==> src/rtl/bpa_pkg.sv <==
package bpa_pkg;
  localparam int BPA_OP_W = 4;

  typedef enum logic [BPA_OP_W-1:0] {
    BPA_OP_NOP   = 4'h0,
    BPA_OP_PHASE = 4'h1,
    BPA_OP_TEND  = 4'h2
  } bpa_op_e;
endpackage

==> src/rtl/bpa_rst_sync.sv <==
module bpa_rst_sync (
  input  logic clk,
  input  logic rst_n,
  output logic rst_sync_n
);
  logic [1:0] stage_q;

  always_ff @(posedge clk or negedge rst_n) begin
    if (!rst_n) stage_q <= '0;
    else        stage_q <= {stage_q[0], 1'b1};
  end

  assign rst_sync_n = stage_q[1];
endmodule

==> src/rtl/bpa_cmd_decode.sv <==
module bpa_cmd_decode
  import bpa_pkg::*;
#(
  parameter int RATIO = 16,
  parameter int ARG_W = 4,
  parameter int PH_W  = 4
) (
  input  logic                cmd_valid,
  input  logic [BPA_OP_W-1:0] cmd_op,
  input  logic [ARG_W-1:0]    cmd_arg,
  output logic                ph_load,
  output logic [PH_W-1:0]     ph_val,
  output logic                train_end
);
  logic [31:0] arg_ext;
  logic        is_phase;

  always_comb begin
    arg_ext   = 32'(cmd_arg);
    is_phase  = cmd_valid && (cmd_op == BPA_OP_PHASE);
    // out-of-range phase values are dropped, not folded
    ph_load   = is_phase && (arg_ext < 32'(RATIO));
    ph_val    = arg_ext[PH_W-1:0];
    train_end = cmd_valid && (cmd_op == BPA_OP_TEND);
  end
endmodule

==> src/rtl/bpa_divider.sv <==
module bpa_divider #(
  parameter int RATIO = 16,
  parameter int PH_W  = 4
) (
  input  logic            clk,
  input  logic            rst_n,
  input  logic            ph_load,
  input  logic [PH_W-1:0] ph_val,
  output logic            bc_en
);
  localparam logic [PH_W-1:0] PH_MAX = PH_W'(RATIO - 1);

  logic [PH_W-1:0] ph_q;
  logic [PH_W-1:0] ph_d;

  always_comb begin
    if (ph_load)             ph_d = ph_val;
    else if (ph_q == PH_MAX) ph_d = '0;
    else                     ph_d = ph_q + PH_W'(1);
  end

  always_ff @(posedge clk or negedge rst_n) begin
    if (!rst_n) ph_q <= '0;
    else        ph_q <= ph_d;
  end

  assign bc_en = rst_n && (ph_q == '0);
endmodule

==> src/rtl/bpa_train.sv <==
module bpa_train #(
  parameter int CNT_W = 8
) (
  input  logic             clk,
  input  logic             rst_n,
  input  logic             train_start,
  input  logic             train_end,
  input  logic             bc_en,
  output logic             in_train,
  output logic [CNT_W-1:0] bunch_cnt
);
  logic             tr_q, tr_d;
  logic [CNT_W-1:0] cnt_q, cnt_d;
  logic             cnt_en;

  always_comb begin
    if (train_start)    tr_d = 1'b1;
    else if (train_end) tr_d = 1'b0;
    else                tr_d = tr_q;

    cnt_en = train_start || (tr_q && bc_en && (cnt_q != '1));
    cnt_d  = train_start ? '0 : cnt_q + CNT_W'(1);
  end

  always_ff @(posedge clk or negedge rst_n) begin
    if (!rst_n) tr_q <= 1'b0;
    else        tr_q <= tr_d;
  end

  always_ff @(posedge clk or negedge rst_n) begin
    if (!rst_n)      cnt_q <= '0;
    else if (cnt_en) cnt_q <= cnt_d;
  end

  assign in_train  = tr_q;
  assign bunch_cnt = cnt_q;
endmodule

==> src/rtl/bunch_phase_align.sv <==
module bunch_phase_align
  import bpa_pkg::*;
#(
  parameter int RATIO = 16,
  parameter int CNT_W = 8,
  parameter int ARG_W = 4
) (
  input  logic                clk,
  input  logic                rst_n,
  input  logic                cmd_valid,
  input  logic [BPA_OP_W-1:0] cmd_op,
  input  logic [ARG_W-1:0]    cmd_arg,
  input  logic                train_start,
  output logic                bc_en,
  output logic [CNT_W-1:0]    bunch_cnt,
  output logic                in_train
);
  localparam int PH_W = $clog2(RATIO);

  generate
    if (RATIO < 2) begin : g_bad_ratio
      $error("RATIO must be at least 2");
    end
  endgenerate

  logic             rst_sync_n;
  logic             ph_load;
  logic [PH_W-1:0]  ph_val;
  logic             train_end;

  bpa_rst_sync u_rst (
    .clk        (clk),
    .rst_n      (rst_n),
    .rst_sync_n (rst_sync_n)
  );

  bpa_cmd_decode #(.RATIO(RATIO), .ARG_W(ARG_W), .PH_W(PH_W)) u_dec (
    .cmd_valid (cmd_valid),
    .cmd_op    (cmd_op),
    .cmd_arg   (cmd_arg),
    .ph_load   (ph_load),
    .ph_val    (ph_val),
    .train_end (train_end)
  );

  bpa_divider #(.RATIO(RATIO), .PH_W(PH_W)) u_div (
    .clk     (clk),
    .rst_n   (rst_sync_n),
    .ph_load (ph_load),
    .ph_val  (ph_val),
    .bc_en   (bc_en)
  );

  bpa_train #(.CNT_W(CNT_W)) u_train (
    .clk         (clk),
    .rst_n       (rst_sync_n),
    .train_start (train_start),
    .train_end   (train_end),
    .bc_en       (bc_en),
    .in_train    (in_train),
    .bunch_cnt   (bunch_cnt)
  );
endmodule

==> config.mk <==
export PLATFORM = sky130hd
export DESIGN_NAME = bunch_phase_align
export DESIGN_NICKNAME = d
export VERILOG_FILES = /design/src/rtl/bpa_pkg.sv /design/src/rtl/bpa_rst_sync.sv /design/src/rtl/bpa_cmd_decode.sv /design/src/rtl/bpa_divider.sv /design/src/rtl/bpa_train.sv /design/src/rtl/bunch_phase_align.sv
export SDC_FILE = /design/constraint.sdc
export NUM_CORES = 1
export LEC_CHECK = 0
export ABC_CLOCK_PERIOD_IN_PS = 2000
export BUFFER_PORTS_ARGS = -buffer_cell sky130_fd_sc_hd__buf_2
export CAP_MARGIN = 20
export CORE_AREA = 4 4 44 46
export CTS_CLUSTER_DIAMETER = 60
export DETAILED_ROUTE_END_ITERATION = 7
export DIE_AREA = 0 0 48 50
export GPL_TIMING_DRIVEN = 0
export PLACE_DENSITY = 0.86
export SYNTH_ARGS = -nofsm -noshare
export SYNTH_HDL_FRONTEND = slang
export SYNTH_SLANG_ARGS = --single-unit
==> constraint.sdc <==
create_clock -name clk -period 2 [get_ports clk]
set_input_delay 0.1 -clock clk [delete_from_list [all_inputs] [get_ports clk]]
set_output_delay 0.1 -clock clk [all_outputs]
set_load 0.03 [all_outputs]
Word-level counts from Yosys, hierarchy flattened
Index checks and enable logic that the tools add are counted.
W data, S select, Z words.
{"block": "totals", "regBits": 15, "inputBits": 12, "out_inout_bits": 10, "wordCells": 23}
{"block": "classes", "add_sub_neg": 2, "eq_ne": 4, "muxes": 5, "n_reduce_logical": 8}
{"op": "$add A8 B1 Y8 const B", "count": 1}
{"op": "$mux W4", "count": 2}
{"op": "$mux W8", "count": 1}
{"op": "$ne A8 B8 Y1 const B", "count": 1}
{"op": "$logic_and A1 B1 Y1", "count": 5}
{"op": "$add A4 B1 Y4 const B", "count": 1}
{"op": "$eq A4 B1 Y1 const B", "count": 1}
{"op": "$eq A4 B2 Y1 const B", "count": 1}
{"op": "$eq A4 B4 Y1 const B", "count": 1}
{"op": "$logic_not A4 Y1", "count": 1}
{"op": "$mux W1", "count": 2}
{"op": "$reduce_bool A2 Y1", "count": 1}
{"op": "$logic_or A1 B1 Y1", "count": 1}

Longest topological paths before layout
Gate-level depths: netlist of run 1.
{"block": "logic_depth", "word_depth": 5, "ltp_mapped": 6, "mapped_depth_nobuf": 6}

Cells and area by module
From an unflattened synthesis of run 1, not the netlist that was laid out.
{"block": "hier_totals", "hier_cells": 79, "hier_area_um2": 792.0}
{"module": "bpa_train", "instances": 1, "cells_per_inst": 46, "area_each_um2": 450.4, "seq_area_each_um2": 225.2}
{"module": "bpa_divider", "instances": 1, "cells_per_inst": 23, "area_each_um2": 224.0, "seq_area_each_um2": 100.1}
{"module": "bpa_cmd_decode", "instances": 1, "cells_per_inst": 7, "area_each_um2": 63.8, "seq_area_each_um2": 0.0}
{"module": "bpa_rst_sync", "instances": 1, "cells_per_inst": 3, "area_each_um2": 53.8, "seq_area_each_um2": 50.0}

Worst setup path before layout of run 1
No wires, ideal clock.
{"block": "synth_timing", "kind": "reg-to-reg", "start": "register u_rst.stage_q[1]", "end": "register u_train.cnt_q[7], in the netlist u_train.bunch_cnt[7]", "setup_time_ns": 0.125, "arrival_time_ns": 1.766, "t_required_ns": 1.875, "slack_ns": 0.110, "path_stages_with_launch": 5, "path_buffers": 0, "synth_period_minus_slack_ns": 1.890, "cell_sequence": "dfrtp_1 > and4bb_4 > o211ai_4 > nor4_1 > mux2_2"}
{"block": "synth_between", "elab_chain_cells": 4}
{"element": "start, declared", "line_no": "bpa_rst_sync.sv:6", "rtl": "logic [1:0] stage_q;"}
{"element": "start signal, assigned", "line_no": "bpa_rst_sync.sv:10", "rtl": "else stage_q <= {stage_q[0], 1'b1};"}
{"element": "$logic_and A1 B1 Y1", "line_no": "bpa_divider.sv:27", "rtl": "assign bc_en = rst_n && (ph_q == '0);"}
{"element": "named net bc_en", "line_no": "bunch_phase_align.sv:14", "rtl": "output logic bc_en,"}
{"element": "$logic_and A1 B1 Y1 (2 in series)", "line_no": "bpa_train.sv:21", "rtl": "cnt_en = train_start || (tr_q && bc_en && (cnt_q != '1));"}
{"element": "$logic_or A1 B1 Y1", "line_no": "bpa_train.sv:21"}
{"element": "end signal, assigned", "line_no": "bpa_train.sv:32", "rtl": "else if (cnt_en) cnt_q <= cnt_d;"}
{"element": "end, declared", "line_no": "bpa_train.sv:13", "rtl": "logic [CNT_W-1:0] cnt_q, cnt_d;"}
The timed path passes the listed nets, and every way through them passes these cells.
A chain may end at the register's enable or synchronous reset.

Worst setup path in the final report of run 1
{"block": "layout_timing", "start": "register u_div.ph_q[0]", "end": "register u_train.cnt_q[7], in the netlist u_train.bunch_cnt[7]"}
{"block": "layout_between", "elab_chain_cells": 5}
{"element": "start, declared", "line_no": "bpa_divider.sv:13", "rtl": "logic [PH_W-1:0] ph_q;"}
{"element": "start signal, assigned", "line_no": "bpa_divider.sv:24", "rtl": "else ph_q <= ph_d;"}
{"element": "$logic_not A4 Y1", "line_no": "bpa_divider.sv:27"}
{"element": "$logic_and A1 B1 Y1", "line_no": "bpa_divider.sv:27"}
{"element": "$logic_and A1 B1 Y1 (2 in series)", "line_no": "bpa_train.sv:21"}
{"element": "$logic_or A1 B1 Y1", "line_no": "bpa_train.sv:21"}
Every way passes these cells.

==> flow_summary.rst, run 1 <==
.. list-table::
   :header-rows: 1

   * - Metric
     - Value
   * - Run status
     - finished clean
   * - Clock tree skew after final layout
     - 2.08 ps
   * - Post-Layout Inst Area
     - 917 um^2
   * - Final WS setup
     - 154 ps
   * - Number of DRC markers in iteration 0
     - 8
   * - Count of input and output buffers
     - 20
   * - Clk Tree Root Cell
     - sky130_fd_sc_hd__clkbuf_4
   * - Total overflow reported by the global router
     - 0
   * - Number of nets at the end of the flow
     - between 100 and 150
   * - Number of search-and-repair iterations in the first detailed-routing pass
     - 3
   * - Die span in x
     - 48 um
   * - Pre-CTS WS
     - 8.31 ps
   * - Final Cycle Share
     - 92.3%
   * - Filler-free cell count of the finished design
     - 113
   * - Half-perimeter wire length after placement
     - 1160 um
   * - Initial standard-cell utilization of the core
     - 50.4%
   * - Largest area contributor in the synthesized netlist
     - sky130_fd_sc_hd__dfrtp_1
   * - VDD IR-drop max
     - 441 uV
   * - Global-route wire length before repair
     - between 2000 and 2500 um
   * - Largest fanout on the critical path
     - 7
   * - Async set-reset flop share out of synthesis
     - 100%
   * - Pwr Density
     - 866 nW/um^2
   * - Start point of the critical path
     - u_div.ph_q[0]
   * - CTS H-Tree Depth
     - 1
   * - # setup viols final
     - 0
   * - Endpoint type of the worst setup path
     - flop
   * - Fill cells
     - 126
   * - Io pins
     - 22
   * - Startpoint of the lowest-slack register-to-register path
     - u_div.ph_q[0]
   * - Post-synthesis instance area
     - 759 um^2
   * - Leakage power
     - 0.441 nW
   * - Global router's overall resource usage
     - 14.0%
   * - Weighted congestion reported at the end of routability-driven placement
     - approximately 0.75
   * - Critical Path Start Type
     - flop
   * - Cell with the most instances after synthesis
     - sky130_fd_sc_hd__dfrtp_1
   * - Layout overhead on the synthesized area
     - 20.8%
   * - Maximum buffer depth of the clock tree
     - 2
   * - Average size of a mapped cell
     - 10.5 um^2
   * - Summed negative setup slack over all endpoints
     - 0 ps
   * - Clock buffers created by TritonCTS
     - 3
   * - Total core area
     - about 1500 um^2
   * - Final number of max-transition violations
     - 0
   * - # clock sinks
     - 15
   * - Die span in y
     - about 50 um
   * - Fmax
     - 542 MHz
   * - Insertion delay of the later-clocked pin in the worst-skew pair
     - 280 ps
   * - Final critical path time including I/O delays and setup
     - 1850 ps
   * - Portion of the post-synthesis area used by sequential elements
     - between 40% and 50%
   * - Max-capacitance violation count
     - 0
   * - Required time of the worst setup path
     - between 2000 and 2500 ps
   * - Endpoints failing hold
     - 0
   * - Worst hold path type
     - in -> reg
   * - Average routed wire per standard cell
     - around 13 um
   * - Number of library cell types mapped by synthesis
     - 30
   * - Total nets after synthesis
     - 87
   * - Count of nets left with antenna violations after detail routing
     - 0
   * - DRC violation count after routing
     - 0
   * - Total number of yosys warnings
     - 0
   * - Drt total wl
     - 1520 um
   * - Critical Setup Path Class
     - reg -> reg
   * - Number of instances in the synthesized netlist
     - 72
   * - Post-DR vias/cell
     - about 5.6
   * - Register bit count reported by yosys
     - 15
   * - Cells taking the most area after synthesis
     - sky130_fd_sc_hd__dfrtp_1, sky130_fd_sc_hd__ha_1, sky130_fd_sc_hd__a21oi_1
   * - Clock edge transition at the registers on the reported setup and hold paths
     - 90 ps
   * - Startpoint of the worst hold path
     - train_start
   * - Via count
     - 631
   * - TritonCTS clock tree
     - built
   * - Vias in the first global route
     - between 500 and 600
   * - Most numerous cell types in the synthesized netlist
     - sky130_fd_sc_hd__dfrtp_1, sky130_fd_sc_hd__nor2_1, sky130_fd_sc_hd__a21oi_1, sky130_fd_sc_hd__nand2_1
   * - Number of enable flip-flop cells after synthesis
     - 0
   * - Number of instances in the placed design
     - between 100 and 150
   * - Fraction of final layout cells with drive strength greater than 1
     - 32.0%
   * - Inserted Diodes
     - 0
   * - Critical Path AT
     - 2020 ps
   * - Primary FF master, synth
     - sky130_fd_sc_hd__dfrtp_1
   * - Antenna violations before repair
     - 0
   * - Unrepaired setup endpoints after global routing
     - no
   * - Die area
     - 2400 um^2
   * - Dpl cell area
     - approximately 880 um^2
   * - Floorplan row count
     - 14
   * - Portion of synthesized cell area occupied by the leading cell type
     - between 40% and 50%
   * - Maximum number of pins on one net before global-route repair
     - 15
-- cells by family (layout without fill, tap and decap cells) --
group	after synthesis	after routing	synth area share (%)
DFF	15	15	49.4
AOI/OAI and AO/OA	14	14	12.7
buffers and inverters	4	29	2.47
other	1	1	0.494
xor gates and xnor gates	4	4	4.61
muxes	3	3	4.28
adders and majority gates	3	3	4.94
and+or+nand+nor	28	28	21.1
-- per-stage QoR --
step	power (mW)	hold slack, ps	util (%)
2_1_floorplan	0.566	-196	-
5_1_grt	0.843	53.4	60.9
4_1_cts	0.800	39.0	60.9
3_3_place_gp	0.606	-114	58.4
6_report	0.794	53.0	60.9
3_5_place_dp	0.628	-112	58.4
-- repair_timing --
item	CTS	global route
hold endpoints to repair	2	0
hold buffers	1	0
gates resized for setup	1	0
setup buffers	0	0
endpoints found under the setup margin	1	0
-- cell type report --
type                       instances  area (um^2)  share of cell area [%]
clock buffer                       4         26.3                    2.86
inverter                           3         11.3                    1.23
buffer                             1         7.51                   0.819
sequential                        15          377                    41.1
timing repair buffer              21          110                    12.0
multi-input combinational         53          365                    39.8
tap                               16         20.0                    2.18
-- final timing paths --
path	to	slack, ps	cells after the start
max	u_train.bunch_cnt[7]	150	6
min	u_train.bunch_cnt[3]	50	2
max reg2reg	u_train.bunch_cnt[7]	150	6
min reg2reg	u_train.bunch_cnt[7]	150	0
max in group asynchronous	u_div.ph_q[3]	1610	0
min in group asynchronous	u_rst.stage_q[1]	120	2
-- sequential cells by signal, summed over array words and instances, names as in the netlist --
name,flops
u_train.bunch_cnt,8
u_rst.stage_q,2
u_div.ph_q,4
u_train.in_train,1
-- critical path, stage by stage, from the launching register on --
cell	delay, ps
sky130_fd_sc_hd__dfrtp_1	400
sky130_fd_sc_hd__inv_1	100
sky130_fd_sc_hd__ha_1	160
sky130_fd_sc_hd__and4bb_4	280
sky130_fd_sc_hd__o211ai_4	120
sky130_fd_sc_hd__nor4_1	310
sky130_fd_sc_hd__mux2_2	360
-- report_power, final --
group	internal (mW)	switching [mW]	total, mW	leakage [nW]
Sequential	0.352	0.0480	0.400	0.191
Clock	0.0774	0.0922	0.170	0.0150
Combinational	0.112	0.112	0.224	0.236
Total	0.542	0.252	0.794	0.441
-- cell usage in the layout (no fill, tap or decap), types with 2 or more instances in the layout --
cell | netlist | routed
sky130_fd_sc_hd__ha_1 | 3 | 3
sky130_fd_sc_hd__inv_1 | 3 | 3
sky130_fd_sc_hd__xor2_1 | 3 | 3
sky130_fd_sc_hd__nand2_1 | 4 | 4
sky130_fd_sc_hd__clkbuf_4 | 0 | 3
sky130_fd_sc_hd__dfrtp_1 | 15 | 14
sky130_fd_sc_hd__mux2_2 | 2 | 2
sky130_fd_sc_hd__nand3_1 | 3 | 3
sky130_fd_sc_hd__nor2_1 | 8 | 8
sky130_fd_sc_hd__nand4_1 | 2 | 2
sky130_fd_sc_hd__o21ai_0 | 3 | 3
sky130_fd_sc_hd__buf_2 | 0 | 20
sky130_fd_sc_hd__a21oi_1 | 6 | 6
sky130_fd_sc_hd__nand3b_1 | 2 | 2
-- layer usage --
layer | routed length, um | GRT usage, % | vias to the layer above | part of all wire [%]
li1 | - | - | 310 | -
met1 | 657 | 18.0 | 306 | 43
met2 | 773 | 22.0 | 13 | 51
met3 | 77 | 3.27 | 2 | 5.1
met4 | 15 | 5.38 | 0 | 0.98
met5 | 0 | 0 | - | 0
Power figures use the tool's default switching activity.
==> inputs of run 2 (changes only) <==
--- a/config.mk
+++ b/config.mk
@@ -5,15 +5,15 @@
 export SDC_FILE = /design/constraint.sdc
 export NUM_CORES = 1
 export LEC_CHECK = 0
-export ABC_CLOCK_PERIOD_IN_PS = 2000
+export ABC_CLOCK_PERIOD_IN_PS = 1600
 export BUFFER_PORTS_ARGS = -buffer_cell sky130_fd_sc_hd__buf_2
 export CAP_MARGIN = 20
-export CORE_AREA = 4 4 44 46
+export CORE_AREA = 4 4 47 49
 export CTS_CLUSTER_DIAMETER = 60
 export DETAILED_ROUTE_END_ITERATION = 7
-export DIE_AREA = 0 0 48 50
+export DIE_AREA = 0 0 51 53
 export GPL_TIMING_DRIVEN = 0
-export PLACE_DENSITY = 0.86
+export PLACE_DENSITY = 0.8
 export SYNTH_ARGS = -nofsm -noshare
 export SYNTH_HDL_FRONTEND = slang
 export SYNTH_SLANG_ARGS = --single-unit
==> constraint.sdc (replaced) <==
create_clock -name clk -period 1.6 [get_ports clk]
set_input_delay 0.08 -clock clk [delete_from_list [all_inputs] [get_ports clk]]
set_output_delay 0.08 -clock clk [all_outputs]
set_load 0.03 [all_outputs]
==> run 2 against run 1 <==
  * The flow now finishes with violations (negative setup slack)
  * First-iteration DRC count down 38%
  * Setup slack worse by 210 ps
  * Critical path depth unchanged
  * Sequential power up 23%
  * Critical endpoint is now u_train.bunch_cnt[5]
==> flow_summary.rst, run 2 (same netlist as run 1, synthesis figures left out) <==
.. list-table::
   :header-rows: 1

   * - Metric
     - Value
   * - Run status
     - finished with violations
   * - Violations in the final reports
     - negative setup slack
   * - Die area
     - 2700 um^2 (+13%)
   * - Largest fanout on the critical path
     - 4 (-3)
   * - Count of input and output buffers
     - 20 (unchanged)
   * - Layout overhead on the synthesized area
     - 41.7%
   * - Number of DRC markers in iteration 0
     - 5 (-3)
   * - Total core area
     - 1860 um^2 (+24%)
   * - # setup viols final
     - 3 (+3)
   * - Worst hold path cell count
     - 2 (unchanged)
   * - VDD IR-drop max
     - 874 uV (+98%)
   * - Leakage power
     - 0.507 nW (+15%)
   * - Vias in the first global route
     - 652 (+14%)
   * - Antenna violations before repair
     - 0 (unchanged)
   * - Global router's overall resource usage
     - 14.4% (+0.39 points)
   * - Inserted Diodes
     - 0 (unchanged)
   * - Clock buffers created by TritonCTS
     - 3 (unchanged)
   * - Filler-free cell count of the finished design
     - 137 (+21%)
   * - Number of nets at the end of the flow
     - 126 (+12%)
   * - Final core area utilization
     - 57.8% (-3.1 points)
   * - Critical Path Start Type
     - flop
   * - Critical Path AT
     - 1870 ps (-150 ps)
   * - Die span in y
     - 53 um (+6.0%)
   * - Endpoints failing hold
     - 0 (unchanged)
   * - Number of instances in the placed design
     - 119 (+10%)
   * - Post-DR vias/cell
     - 4.93 (-12%)
   * - Final WS setup
     - -56.1 ps (-210 ps)
   * - Fraction of final layout cells with drive strength greater than 1
     - 48.2% (+16 points)
   * - # clock sinks
     - 15 (unchanged)
   * - Clock tree skew after final layout
     - 0.869 ps (-1.21 ps)
   * - Max FFs per register
     - 8 (unchanged)
   * - Total overflow reported by the global router
     - 0 (unchanged)
   * - Endpoint type of the worst setup path
     - flop
   * - Average routed wire per standard cell
     - 13.2 um (-1.9%)
   * - Maximum buffer depth of the clock tree
     - 2 (unchanged)
   * - Half-perimeter wire length after placement
     - 1180 um (+1.5%)
   * - Max-capacitance violation count
     - 0 (unchanged)
   * - DRC violation count after routing
     - 0 (unchanged)
   * - Clock edge transition at the registers on the reported setup and hold paths
     - 90 ps (about the same)
   * - Unrepaired setup endpoints after global routing
     - yes
   * - TritonCTS clock tree
     - built
   * - Floorplan row count
     - 16 (+2)
   * - Required time of the worst setup path
     - 1820 ps (-350 ps)
   * - Final number of max-transition violations
     - 0 (unchanged)
   * - Io pins
     - 22 (unchanged)
   * - Drt total wl
     - 1810 um (+19%)
   * - Worst hold path type
     - in -> reg
   * - Insertion delay of the later-clocked pin in the worst-skew pair
     - 280 ps (about the same)
   * - Fmax
     - 604 MHz (+11%)
   * - Via count
     - 676 (+7.1%)
   * - Final critical path time including I/O delays and setup
     - 1660 ps (-190 ps)
   * - CTS H-Tree Depth
     - 1 (unchanged)
   * - Worst-case hold slack
     - 22.5 ps (-30.5 ps)
   * - Critical Setup Path Class
     - reg -> reg
   * - Commonest non-fill, non-tap cell in the layout
     - sky130_fd_sc_hd__buf_2
   * - Overall power
     - 1.19 mW (+50%)
   * - Maximum number of pins on one net before global-route repair
     - 14 (-1)
   * - Die span in x
     - 51 um (+6.3%)
   * - Final Cycle Share
     - 104% (+11 points)
   * - Length in cells of the worst reg-to-reg path
     - 6 (unchanged)
   * - Number of search-and-repair iterations in the first detailed-routing pass
     - 3 (unchanged)
   * - Clk Tree Root Cell
     - sky130_fd_sc_hd__clkbuf_4
   * - Global-route wire length before repair
     - 2920 um (+21%)
   * - Most frequent cells in the layout
     - sky130_fd_sc_hd__buf_2, sky130_fd_sc_hd__dfrtp_1, sky130_fd_sc_hd__buf_4
   * - Weighted congestion reported at the end of routability-driven placement
     - 0.724 (-3.5%)
   * - Pwr Density
     - 1110 nW/um^2 (+28%)
   * - Initial standard-cell utilization of the core
     - 40.8% (-9.6 points)
   * - Pre-CTS WS
     - -142 ps (-151 ps)
   * - Count of nets left with antenna violations after detail routing
     - 0 (unchanged)
==> run 2: per-stage QoR <==
stage	instance area, um^2	setup TNS, ps
2_1_floorplan	767	-311
3_3_place_gp	901	-237
3_5_place_dp	901	-300
4_1_cts	1000	-130
5_1_grt	1080	-371
6_report	1080	-95.0
==> run 2: cell type report <==
cell class | instances | area, um^2
fill | 158 | 786
tap | 27 | 33.8
buffer | 1 | 7.51
timing repair buffer | 34 | 221
sequential | 15 | 377
multi-input combinational | 53 | 398
clock inverter | 1 | 5.00
inverter | 3 | 11.3
clock buffer | 3 | 22.5
==> run 2: power by group <==
group / leakage, nW / internal, mW / switching (mW)
registers: 0.191 / 0.441 / 0.0503
logic: 0.299 / 0.272 / 0.210
clock network: 0.0177 / 0.0927 / 0.127
total: 0.507 / 0.805 / 0.387
==> run 2: routing by layer <==
metal  vias to the layer above  share of wire (%)  GRT usage (%)
li1                        333                  -              -
met4                         0               0.66           8.07
met2                        11                 50           24.9
met5                         -                  0              0
met1                       330                 45           17.4
met3                         2                3.6           1.69
==> run 2: worst paths after layout <==
| path | end | slack [ps] | from |
|---|---|---|---|
| worst max-delay path | u_train.bunch_cnt[5] | -60 | u_div.ph_q[0] |
| worst max register to register | u_train.bunch_cnt[5] | -60 | u_div.ph_q[0] |
| worst min-delay path | u_train.bunch_cnt[6] | 20 | train_start |
| min in group asynchronous | u_rst.stage_q[0] | 100 | rst_n |
| worst min register to register | u_div.ph_q[2] | 220 | u_rst.stage_q[1] |
| max in group asynchronous | u_train.bunch_cnt[3] | 1220 | u_rst.stage_q[1] |
==> run 2: critical path: stages (launching register included) <==
cell and delay (ps):
sky130_fd_sc_hd__dfrtp_1 400, sky130_fd_sc_hd__inv_2 90, sky130_fd_sc_hd__ha_4 130, sky130_fd_sc_hd__and4bb_4 260
sky130_fd_sc_hd__o211ai_4 90, sky130_fd_sc_hd__or4_4 490, sky130_fd_sc_hd__a21oi_2 130
==> run 2: timing repair <==
action                                 CTS  global route
endpoints found under the hold margin    2             0
pin swaps                                6             1
setup buffers                            8             5
hold buffers                             1             0
setup endpoints to repair                4             8
cloned                                   0             0
resized for setup                        2            10
